**src/rtl/oea_pkg.sv**
```systemverilog
package oea_pkg;
  typedef enum logic [2:0] {
    M_REG   = 3'd0,
    M_ABS   = 3'd1,
    M_IMM   = 3'd2,
    M_RIND  = 3'd3,
    M_MIND  = 3'd4,
    M_INDEX = 3'd5,
    M_REL   = 3'd6,
    M_AUTO  = 3'd7
  } mode_e;

  typedef enum logic [1:0] {
    K_REG = 2'd0,
    K_IMM = 2'd1,
    K_MEM = 2'd2
  } kind_e;

  typedef enum logic [1:0] {
    S_IDLE = 2'd0,
    S_MEM  = 2'd1,
    S_DONE = 2'd2
  } state_e;
endpackage

```
**src/rtl/oea_addr_calc.sv**
```systemverilog
module oea_addr_calc
  import oea_pkg::*;
#(
  parameter int ADDR_W     = 16,
  parameter int WORD_BYTES = 4
) (
  input  logic [2:0]        mode,
  input  logic              dec,
  input  logic [ADDR_W-1:0] reg_val,
  input  logic [ADDR_W-1:0] konst,
  input  logic [ADDR_W-1:0] pc,
  output kind_e             kind,
  output logic [ADDR_W-1:0] value,
  output logic              wb_en,
  output logic [ADDR_W-1:0] wb_val,
  output logic              needs_mem
);
  localparam logic [ADDR_W-1:0] STEP = ADDR_W'(WORD_BYTES);

  logic [ADDR_W-1:0] stepped_up;
  logic [ADDR_W-1:0] stepped_dn;

  assign stepped_up = reg_val + STEP;
  assign stepped_dn = reg_val - STEP;

  always_comb begin
    kind      = K_MEM;
    value     = '0;
    wb_en     = 1'b0;
    wb_val    = '0;
    needs_mem = 1'b0;
    case (mode_e'(mode))
      M_REG: begin
        kind  = K_REG;
        value = reg_val;
      end
      M_ABS:   value = konst;
      M_IMM: begin
        kind  = K_IMM;
        value = konst;
      end
      M_RIND:  value = reg_val;
      M_MIND:  needs_mem = 1'b1;
      M_INDEX: value = reg_val + konst;
      M_REL:   value = pc + konst;
      M_AUTO: begin
        wb_en = 1'b1;
        if (dec) begin
          value  = stepped_dn;
          wb_val = stepped_dn;
        end else begin
          value  = reg_val;
          wb_val = stepped_up;
        end
      end
      default: value = '0;
    endcase
  end
endmodule

```
**src/rtl/oea_seq.sv**
```systemverilog
module oea_seq
  import oea_pkg::*;
#(
  parameter int ADDR_W = 16,
  parameter int IDX_W  = 3
) (
  input  logic              clk,
  input  logic              rst_n,
  input  logic              req_valid,
  output logic              req_ready,
  input  logic [IDX_W-1:0]  req_idx,
  input  logic [ADDR_W-1:0] req_konst,
  input  kind_e             c_kind,
  input  logic [ADDR_W-1:0] c_value,
  input  logic              c_wb_en,
  input  logic [ADDR_W-1:0] c_wb_val,
  input  logic              c_needs_mem,
  output logic              res_valid,
  input  logic              res_ready,
  output logic [1:0]        res_kind,
  output logic [ADDR_W-1:0] res_value,
  output logic              rf_we,
  output logic [IDX_W-1:0]  rf_waddr,
  output logic [ADDR_W-1:0] rf_wdata,
  output logic              mem_req,
  output logic [ADDR_W-1:0] mem_addr,
  input  logic              mem_ack,
  input  logic [ADDR_W-1:0] mem_rdata
);
  state_e            st;
  kind_e             kind_q;
  logic [ADDR_W-1:0] val_q;
  logic              wb_en_q;
  logic [ADDR_W-1:0] wb_val_q;
  logic [IDX_W-1:0]  idx_q;
  logic [ADDR_W-1:0] ptr_q;

  always_ff @(posedge clk) begin
    if (!rst_n) begin
      st       <= S_IDLE;
      kind_q   <= K_REG;
      val_q    <= '0;
      wb_en_q  <= 1'b0;
      wb_val_q <= '0;
      idx_q    <= '0;
      ptr_q    <= '0;
    end else begin
      case (st)
        S_IDLE: if (req_valid) begin
          idx_q <= req_idx;
          if (c_needs_mem) begin
            ptr_q   <= req_konst;
            wb_en_q <= 1'b0;
            st      <= S_MEM;
          end else begin
            kind_q   <= c_kind;
            val_q    <= c_value;
            wb_en_q  <= c_wb_en;
            wb_val_q <= c_wb_val;
            st       <= S_DONE;
          end
        end
        S_MEM: if (mem_ack) begin
          kind_q <= K_MEM;
          val_q  <= mem_rdata;
          st     <= S_DONE;
        end
        S_DONE: if (res_ready) st <= S_IDLE;
        default: st <= S_IDLE;
      endcase
    end
  end

  assign req_ready = (st == S_IDLE);
  assign res_valid = (st == S_DONE);
  assign res_kind  = kind_q;
  assign res_value = val_q;
  assign rf_we     = (st == S_DONE) && res_ready && wb_en_q;
  assign rf_waddr  = idx_q;
  assign rf_wdata  = wb_val_q;
  assign mem_req   = (st == S_MEM);
  assign mem_addr  = ptr_q;
endmodule

```
**src/rtl/oea_unit.sv**
```systemverilog
module oea_unit
  import oea_pkg::*;
#(
  parameter int ADDR_W     = 16,
  parameter int WORD_BYTES = 4,
  parameter int REG_COUNT  = 8,
  localparam int IDX_W     = $clog2(REG_COUNT)
) (
  input  logic              clk,
  input  logic              rst_n,
  input  logic              req_valid,
  output logic              req_ready,
  input  logic [2:0]        req_mode,
  input  logic              req_dec,
  input  logic [IDX_W-1:0]  req_idx,
  input  logic [ADDR_W-1:0] req_konst,
  input  logic [ADDR_W-1:0] req_pc,
  output logic              res_valid,
  input  logic              res_ready,
  output logic [1:0]        res_kind,
  output logic [ADDR_W-1:0] res_value,
  output logic [IDX_W-1:0]  rf_raddr,
  input  logic [ADDR_W-1:0] rf_rdata,
  output logic              rf_we,
  output logic [IDX_W-1:0]  rf_waddr,
  output logic [ADDR_W-1:0] rf_wdata,
  output logic              mem_req,
  output logic [ADDR_W-1:0] mem_addr,
  input  logic              mem_ack,
  input  logic [ADDR_W-1:0] mem_rdata
);
  kind_e             c_kind;
  logic [ADDR_W-1:0] c_value;
  logic              c_wb_en;
  logic [ADDR_W-1:0] c_wb_val;
  logic              c_needs_mem;

  assign rf_raddr = req_idx;

  oea_addr_calc #(.ADDR_W(ADDR_W), .WORD_BYTES(WORD_BYTES)) u_calc (
    .mode(req_mode), .dec(req_dec), .reg_val(rf_rdata), .konst(req_konst),
    .pc(req_pc), .kind(c_kind), .value(c_value), .wb_en(c_wb_en),
    .wb_val(c_wb_val), .needs_mem(c_needs_mem)
  );

  oea_seq #(.ADDR_W(ADDR_W), .IDX_W(IDX_W)) u_seq (
    .clk(clk), .rst_n(rst_n), .req_valid(req_valid), .req_ready(req_ready),
    .req_idx(req_idx), .req_konst(req_konst), .c_kind(c_kind),
    .c_value(c_value), .c_wb_en(c_wb_en), .c_wb_val(c_wb_val),
    .c_needs_mem(c_needs_mem), .res_valid(res_valid), .res_ready(res_ready),
    .res_kind(res_kind), .res_value(res_value), .rf_we(rf_we),
    .rf_waddr(rf_waddr), .rf_wdata(rf_wdata), .mem_req(mem_req),
    .mem_addr(mem_addr), .mem_ack(mem_ack), .mem_rdata(mem_rdata)
  );
endmodule

```
**config.mk**
```make
export PLATFORM = sky130hd
export DESIGN_NAME = oea_unit
export DESIGN_NICKNAME = d
export VERILOG_FILES = /design/src/rtl/oea_pkg.sv /design/src/rtl/oea_addr_calc.sv /design/src/rtl/oea_seq.sv /design/src/rtl/oea_unit.sv
export SDC_FILE = /design/constraint.sdc
export NUM_CORES = 1
export LEC_CHECK = 0
export ABC_AREA = 1
export BUFFER_PORTS_ARGS = -buffer_cell sky130_fd_sc_hd__buf_2
export CORE_AREA = 2 2 102 104
export CTS_CLUSTER_DIAMETER = 60
export DETAILED_ROUTE_END_ITERATION = 6
export DIE_AREA = 0 0 104 106
export PLACE_DENSITY = 0.72
export SLEW_MARGIN = 5
export SYNTH_ARGS = -nofsm -noshare
export SYNTH_HDL_FRONTEND = slang
export SYNTH_SLANG_ARGS = --single-unit
```
**constraint.sdc**
```tcl
create_clock -name clk -period 2.17 [get_ports clk]
set_input_delay 0.1085 -clock clk [delete_from_list [all_inputs] [get_ports clk]]
set_output_delay 0.1085 -clock clk [all_outputs]
set_load 0.02 [all_outputs]
```
# ---- Word level (Yosys, flattened, before mapping)
# Cells that the tools add are included.
dict set report word_totals {
  register_bits 56
  word_cells 57
}
dict set report classes {
  add_sub_neg 4
  eq_ne 13
  mux 20
  bitwise_logic 1
  n_reduce_logical 12
}
# operator n
set ops {}
lappend ops {{$mux 16} 6}
lappend ops {{$pmux 16 s5} 1}
lappend ops {{$add 16x16->16} 2}
lappend ops {{$pmux 16 s2} 1}
lappend ops {{$add 16x3->16 const B} 1}
lappend ops {{$sub 16x3->16 const B} 1}
lappend ops {{$eq 3x3->1 const B} 4}
lappend ops {{$mux 2} 6}
lappend ops {{$reduce_and 3->1} 3}
lappend ops {{$pmux 2 s2} 2}
lappend ops {{$eq 3x2->1 const B} 2}
lappend ops {{$pmux 2 s3} 1}
lappend ops {{$ne 2x1->1 const B} 2}
lappend ops {{$ne 2x2->1 const B} 2}
lappend ops {{$reduce_and 4->1} 1}
lappend ops {{$reduce_or 2->1} 2}
lappend ops {{$eq 3x1->1 const B} 1}
lappend ops {{$logic_not 3->1} 1}
lappend ops {{$mux 1} 3}
lappend ops {{$eq 2x1->1 const B} 1}
lappend ops {{$eq 2x2->1 const B} 1}
lappend ops {{$logic_and 1x1->1} 2}
lappend ops {{$logic_not 2->1} 1}
lappend ops {{$reduce_and 2->1} 1}
lappend ops {{2 further kinds} 2}

# ---- Longest topological paths before layout
dict set report depth {
  word_depth 6
  mapped_depth 18
  ltp_nobuf 17
}

# ---- Hierarchy
# Synthesis repeated with hierarchy kept, for this count alone.
dict set report unflattened {
  cells_unflattened 852
  hier_area_um2 4941.0
}
# module instances cells_per_inst area_per_inst_um2 seq_area_each_um2
set by_module_without_submodules {}
lappend by_module_without_submodules {oea_addr_calc 1 504 2476.1 0.0}
lappend by_module_without_submodules {oea_seq 1 345 2442.3 1121.1}
lappend by_module_without_submodules {oea_unit 1 3 22.5 0.0}

# ---- Worst setup path after synthesis
# OpenSTA, ideal clock, no wires.
dict set report synth_timing {
  path_kind {input-to-reg}
  start {input req_mode[0]}
  end {register u_seq.val_q[8] (netlist: u_seq.res_value[8])}
  setup_time_ns 0.122
  arrival_time_ns 2.008
  required_time_ns 2.048
  setup_slack_ns 0.040
  stages 18
  n_path_buf 1
  path_cell_list {inv_1 -> nand3_1 -> buf_1 -> nor2_1 -> a21oi_1 -> ha_1 -> inv_1 -> fa_1 -> inv_1 -> nand3_1 -> nand3_1 -> nand2_1 -> nand2_1 -> nand2_1 -> nand3_1 -> nand2_1 -> o21ai_0 -> a21oi_1}
}
dict set report synth_via {
  elab_chain_len 6
  elab_cells_between_ends 17
  cone_classes {eq/ne: 8; mux: 5; reduce/logical: 4}
}
# item line
set synth_rtl {}
lappend synth_rtl {{start: declaration} oea_unit.sv:13} ;# input logic [2:0] req_mode,
lappend synth_rtl {{$eq 3x2->1, or another cell as far along} oea_addr_calc.sv:32} ;# case (mode_e'(mode))
lappend synth_rtl {{$reduce_or 2->1 (no source line)} -}
lappend synth_rtl {{$pmux 16 s5} oea_addr_calc.sv:32}
lappend synth_rtl {{$mux 16} oea_seq.sv:51} ;# if (c_needs_mem) begin
lappend synth_rtl {{$mux 16} oea_seq.sv:49} ;# S_IDLE: if (req_valid) begin
lappend synth_rtl {{$pmux 16 s2} oea_seq.sv:48} ;# case (st)
lappend synth_rtl {{end signal: assignment} oea_seq.sv:57} ;# val_q <= c_value;
lappend synth_rtl {{end signal: assignment} oea_seq.sv:65} ;# val_q <= mem_rdata;
lappend synth_rtl {{end: declaration} oea_seq.sv:32} ;# logic [ADDR_W-1:0] val_q;
# Parallel ways exist; a longest one is shown, timed or not. The select of a mux whose other input is x is not followed.
# A chain may end at the register's enable or synchronous reset.

# ---- Worst setup path in the final report
dict set report layout_timing {
  start {input req_mode[0]}
  end {register u_seq.val_q[7] (netlist: u_seq.res_value[7])}
}
# Same word-level chain as after synthesis.

==> flow_metrics.env <==
export IMPL_clock_path_buffers=2
export IMPL_cts_tree="done"
export IMPL_power_density_mw_per_mm2=510
export IMPL_power_frac_seq=0.396
export IMPL_r2r_cells=9
export IMPL_tightest_slew_ns=0.458
export IMPL_syn2layout_area_growth_pct=21.4
export IMPL_critPathKind="input port to flip-flop"
export IMPL_max_cap_viol_count=0
export IMPL_ys_flop_type="dfxtp_1"
export IMPL_yosysMostFrequentCell="nand2_1"
export IMPL_wirelength_met1_um=6820
export IMPL_synth_cell_type_count=44
export IMPL_io_buffer_count=135
export IMPL_initial_utilization=0.465
export IMPL_netlist_top_cells_count="180 x nand2_1, 92 x a21oi_1, 82 x nor2_1, 74 x inv_1, 57 x nand3_1"
export IMPL_ant_nets=0
export IMPL_synth_area_leaders="dfxtp_1 24%, nand2_1 15%, a21oi_1 9.9%"
export IMPL_cts_hold_buffers_added=0
export IMPL_synth_nets=856
export IMPL_grt_pass1_vias=5141
export IMPL_dr_pass1_iters=6
export IMPL_setup_viol_count_final=0
export IMPL_fmax_ghz=0.499
export IMPL_hold_ws_ns=0.0302
export IMPL_combPwrFrac=0.402
export IMPL_ir_drop_mv=0.368
export IMPL_hold_viol_final=0
export IMPL_routed_wl_met2_um=6960
export IMPL_p_int_w=0.00174
export IMPL_root_buffer="clkbuf_8"
export IMPL_die_x_um=104
export IMPL_n_antenna_cell=0
export IMPL_async_reset_ff_frac=0
export IMPL_grt_pass1_wl_um=24800
export IMPL_power_switching_w=0.00114
export IMPL_ys_seq_elements=56
export IMPL_hold_depth=3
export IMPL_min_path_type="input port to flip-flop"
export IMPL_core_area_mm2=0.0100
export IMPL_synthCells=757
export IMPL_synth_enable_flop_cells=0
export IMPL_cts_sinks=56
export IMPL_place_gp_congestion=0.957
export IMPL_final_nets=1000
export IMPL_slew_headroom=0.693
export IMPL_overflow=0
export IMPL_post_cts_resized=0
export IMPL_required_ns=2.38
export IMPL_post_route_period_util=0.924
export IMPL_ys_seq_area_frac=0.241
export IMPL_grt_total_usage=0.275
export IMPL_rsz0062_at_grt="false"
export IMPL_grt_max_degree=39
export IMPL_hpwl_um=12300
export IMPL_end_kind="flip-flop"
export IMPL_die_y_um=106
export IMPL_fin_util=0.564
export IMPL_cts_htree_levels=2
export IMPL_wl_per_cell_um=14.6
export IMPL_drive_gt1_frac=0.252
export IMPL_die_area_mm2=0.0110
export IMPL_syn_area_mm2=0.00465
export IMPL_routed_wl_um=15200
export IMPL_finClkSkew_ns=0.0135
export IMPL_power_w=0.00288
export IMPL_outcome="completed"
export IMPL_critical_path_peak_fanout=20
export IMPL_viasPerCell=5.23
export IMPL_path_clk_slew_ns=0.11
export IMPL_arrival_ns=2.22
export IMPL_slew_violations=0
export IMPL_clkLatencyLatePin_ns=0.31
export IMPL_post_cts_buffers=0
export IMPL_route_vias_total=5430
export IMPL_drt_drc_violations_left=0
export IMPL_p_leak_nw=2.94
export IMPL_yosys_warnings=0
export IMPL_clockPowerShare=0.202
export IMPL_yosysTopAreaCellShare=0.241
export IMPL_synth_avg_cell_area_um2=6.14
export IMPL_synth_top_cell_by_area="dfxtp_1"
export IMPL_crit_path_start_kind="input port"
export IMPL_rows=37
export IMPL_antenna_found_initial=0
export IMPL_numCtsBuffers=5
export IMPL_drtIter0Drc=346
export IMPL_io_pins=136
export IMPL_p_sw_frac=0.395
export IMPL_finalCriticalPeriod_ns=2.01
export IMPL_topRoutingLayerUsed="met4"
export IMPL_wl_met3_um=1030
## area by class of cell
class | count | area [µm²]
sequential | 56 | 1120
timing repair buffer | 169 | 943
fill | 1048 | 4360
clock buffer | 6 | 72.6
tap | 136 | 170
multi-input combinational | 577 | 2970
inverter | 92 | 348
clock inverter | 2 | 16.3
## metrics by stage
step                cells  setup TNS, ns  setup slack [ns]  cell area (µm²)
global placement     1030         -0.936            -0.161             5540
CTS                  1038              0             0.172             5630
finish               1038              0             0.164             5640
floorplan             757              0            0.0404             4650
detailed placement   1030          -1.05            -0.161             5540
global route         1038              0           0.00997             5640
## state kept, by name (all words and copies together) (netlist names)
| name | count |
|---|---|
| u_seq.res_value | 16 |
| u_seq.st | 2 |
| u_seq.wb_en_q | 1 |
| u_seq.mem_addr | 16 |
| u_seq.res_kind | 2 |
| u_seq.rf_waddr | 3 |
| u_seq.rf_wdata | 16 |
## kinds of logic (layout without fill, tap and decap cells)
group | Yosys count | count (layout) | synth area share
buf+inv | 124 | 269 | 0.122
simple gates | 363 | 363 | 0.351
xor+xnor | 3 | 3 | 0.00565
fa+ha+maj | 23 | 23 | 0.0635
compound gates | 188 | 188 | 0.216
flops | 56 | 56 | 0.241
## worst paths after layout
| kind | startpoint | end | slack, ns |
|---|---|---|---|
| max | req_mode[0] | u_seq.res_value[7] | 0.16 |
| max reg2reg | u_seq.st[0] | u_seq.res_value[8] | 0.48 |
| min | req_idx[2] | u_seq.rf_waddr[2] | 0.03 |
| min reg2reg | u_seq.rf_wdata[9] | u_seq.rf_wdata[9] | 0.47 |
## cell usage in the layout (no fill, tap or decap), drive strengths merged, types with 3 or more instances in the layout
master and instances:
a21oi 98, buf 169, clkbuf 6, dfxtp 56
ha 22, inv 91, nand2 186, nand3 60
nand3b 7, nand4 4, nor2 91, nor3 11
o2111ai 4, o211ai 3, o21ai 73, o22ai 6
xor2 3
## per-layer routing
layer / vias to the layer above / GRT usage
met2: 208 / 0.462
met3: 27 / 0.0392
met5: - / 0
li1: 2774 / -
met4: 0 / 0.0734
met1: 2421 / 0.369
## power by group through the flow
stage	Combinational, W	Clock [W]	Sequential, W
2_1_floorplan	0.000657	0	0.00125
3_3_place_gp	0.00114	0	0.00116
3_5_place_dp	0.00114	0	0.00116
4_1_cts	0.00115	0.000585	0.00114
5_1_grt	0.00128	0.000632	0.00115
6_report	0.00116	0.000581	0.00114
## critical path: stages
cell and delay, ns:
buf_2 0.10, inv_1 0.06, nand3_1 0.12, buf_12 0.18
buf_4 0.16, a21oi_1 0.20, ha_1 0.30, nand2_1 0.10
inv_1 0.06, a21oi_1 0.14, nand2_1 0.12, or2_2 0.29
nand3_1 0.07, nand3b_1 0.08, nand2_1 0.07, a21oi_1 0.05
Note: power is estimated with default switching activity, not from simulation.
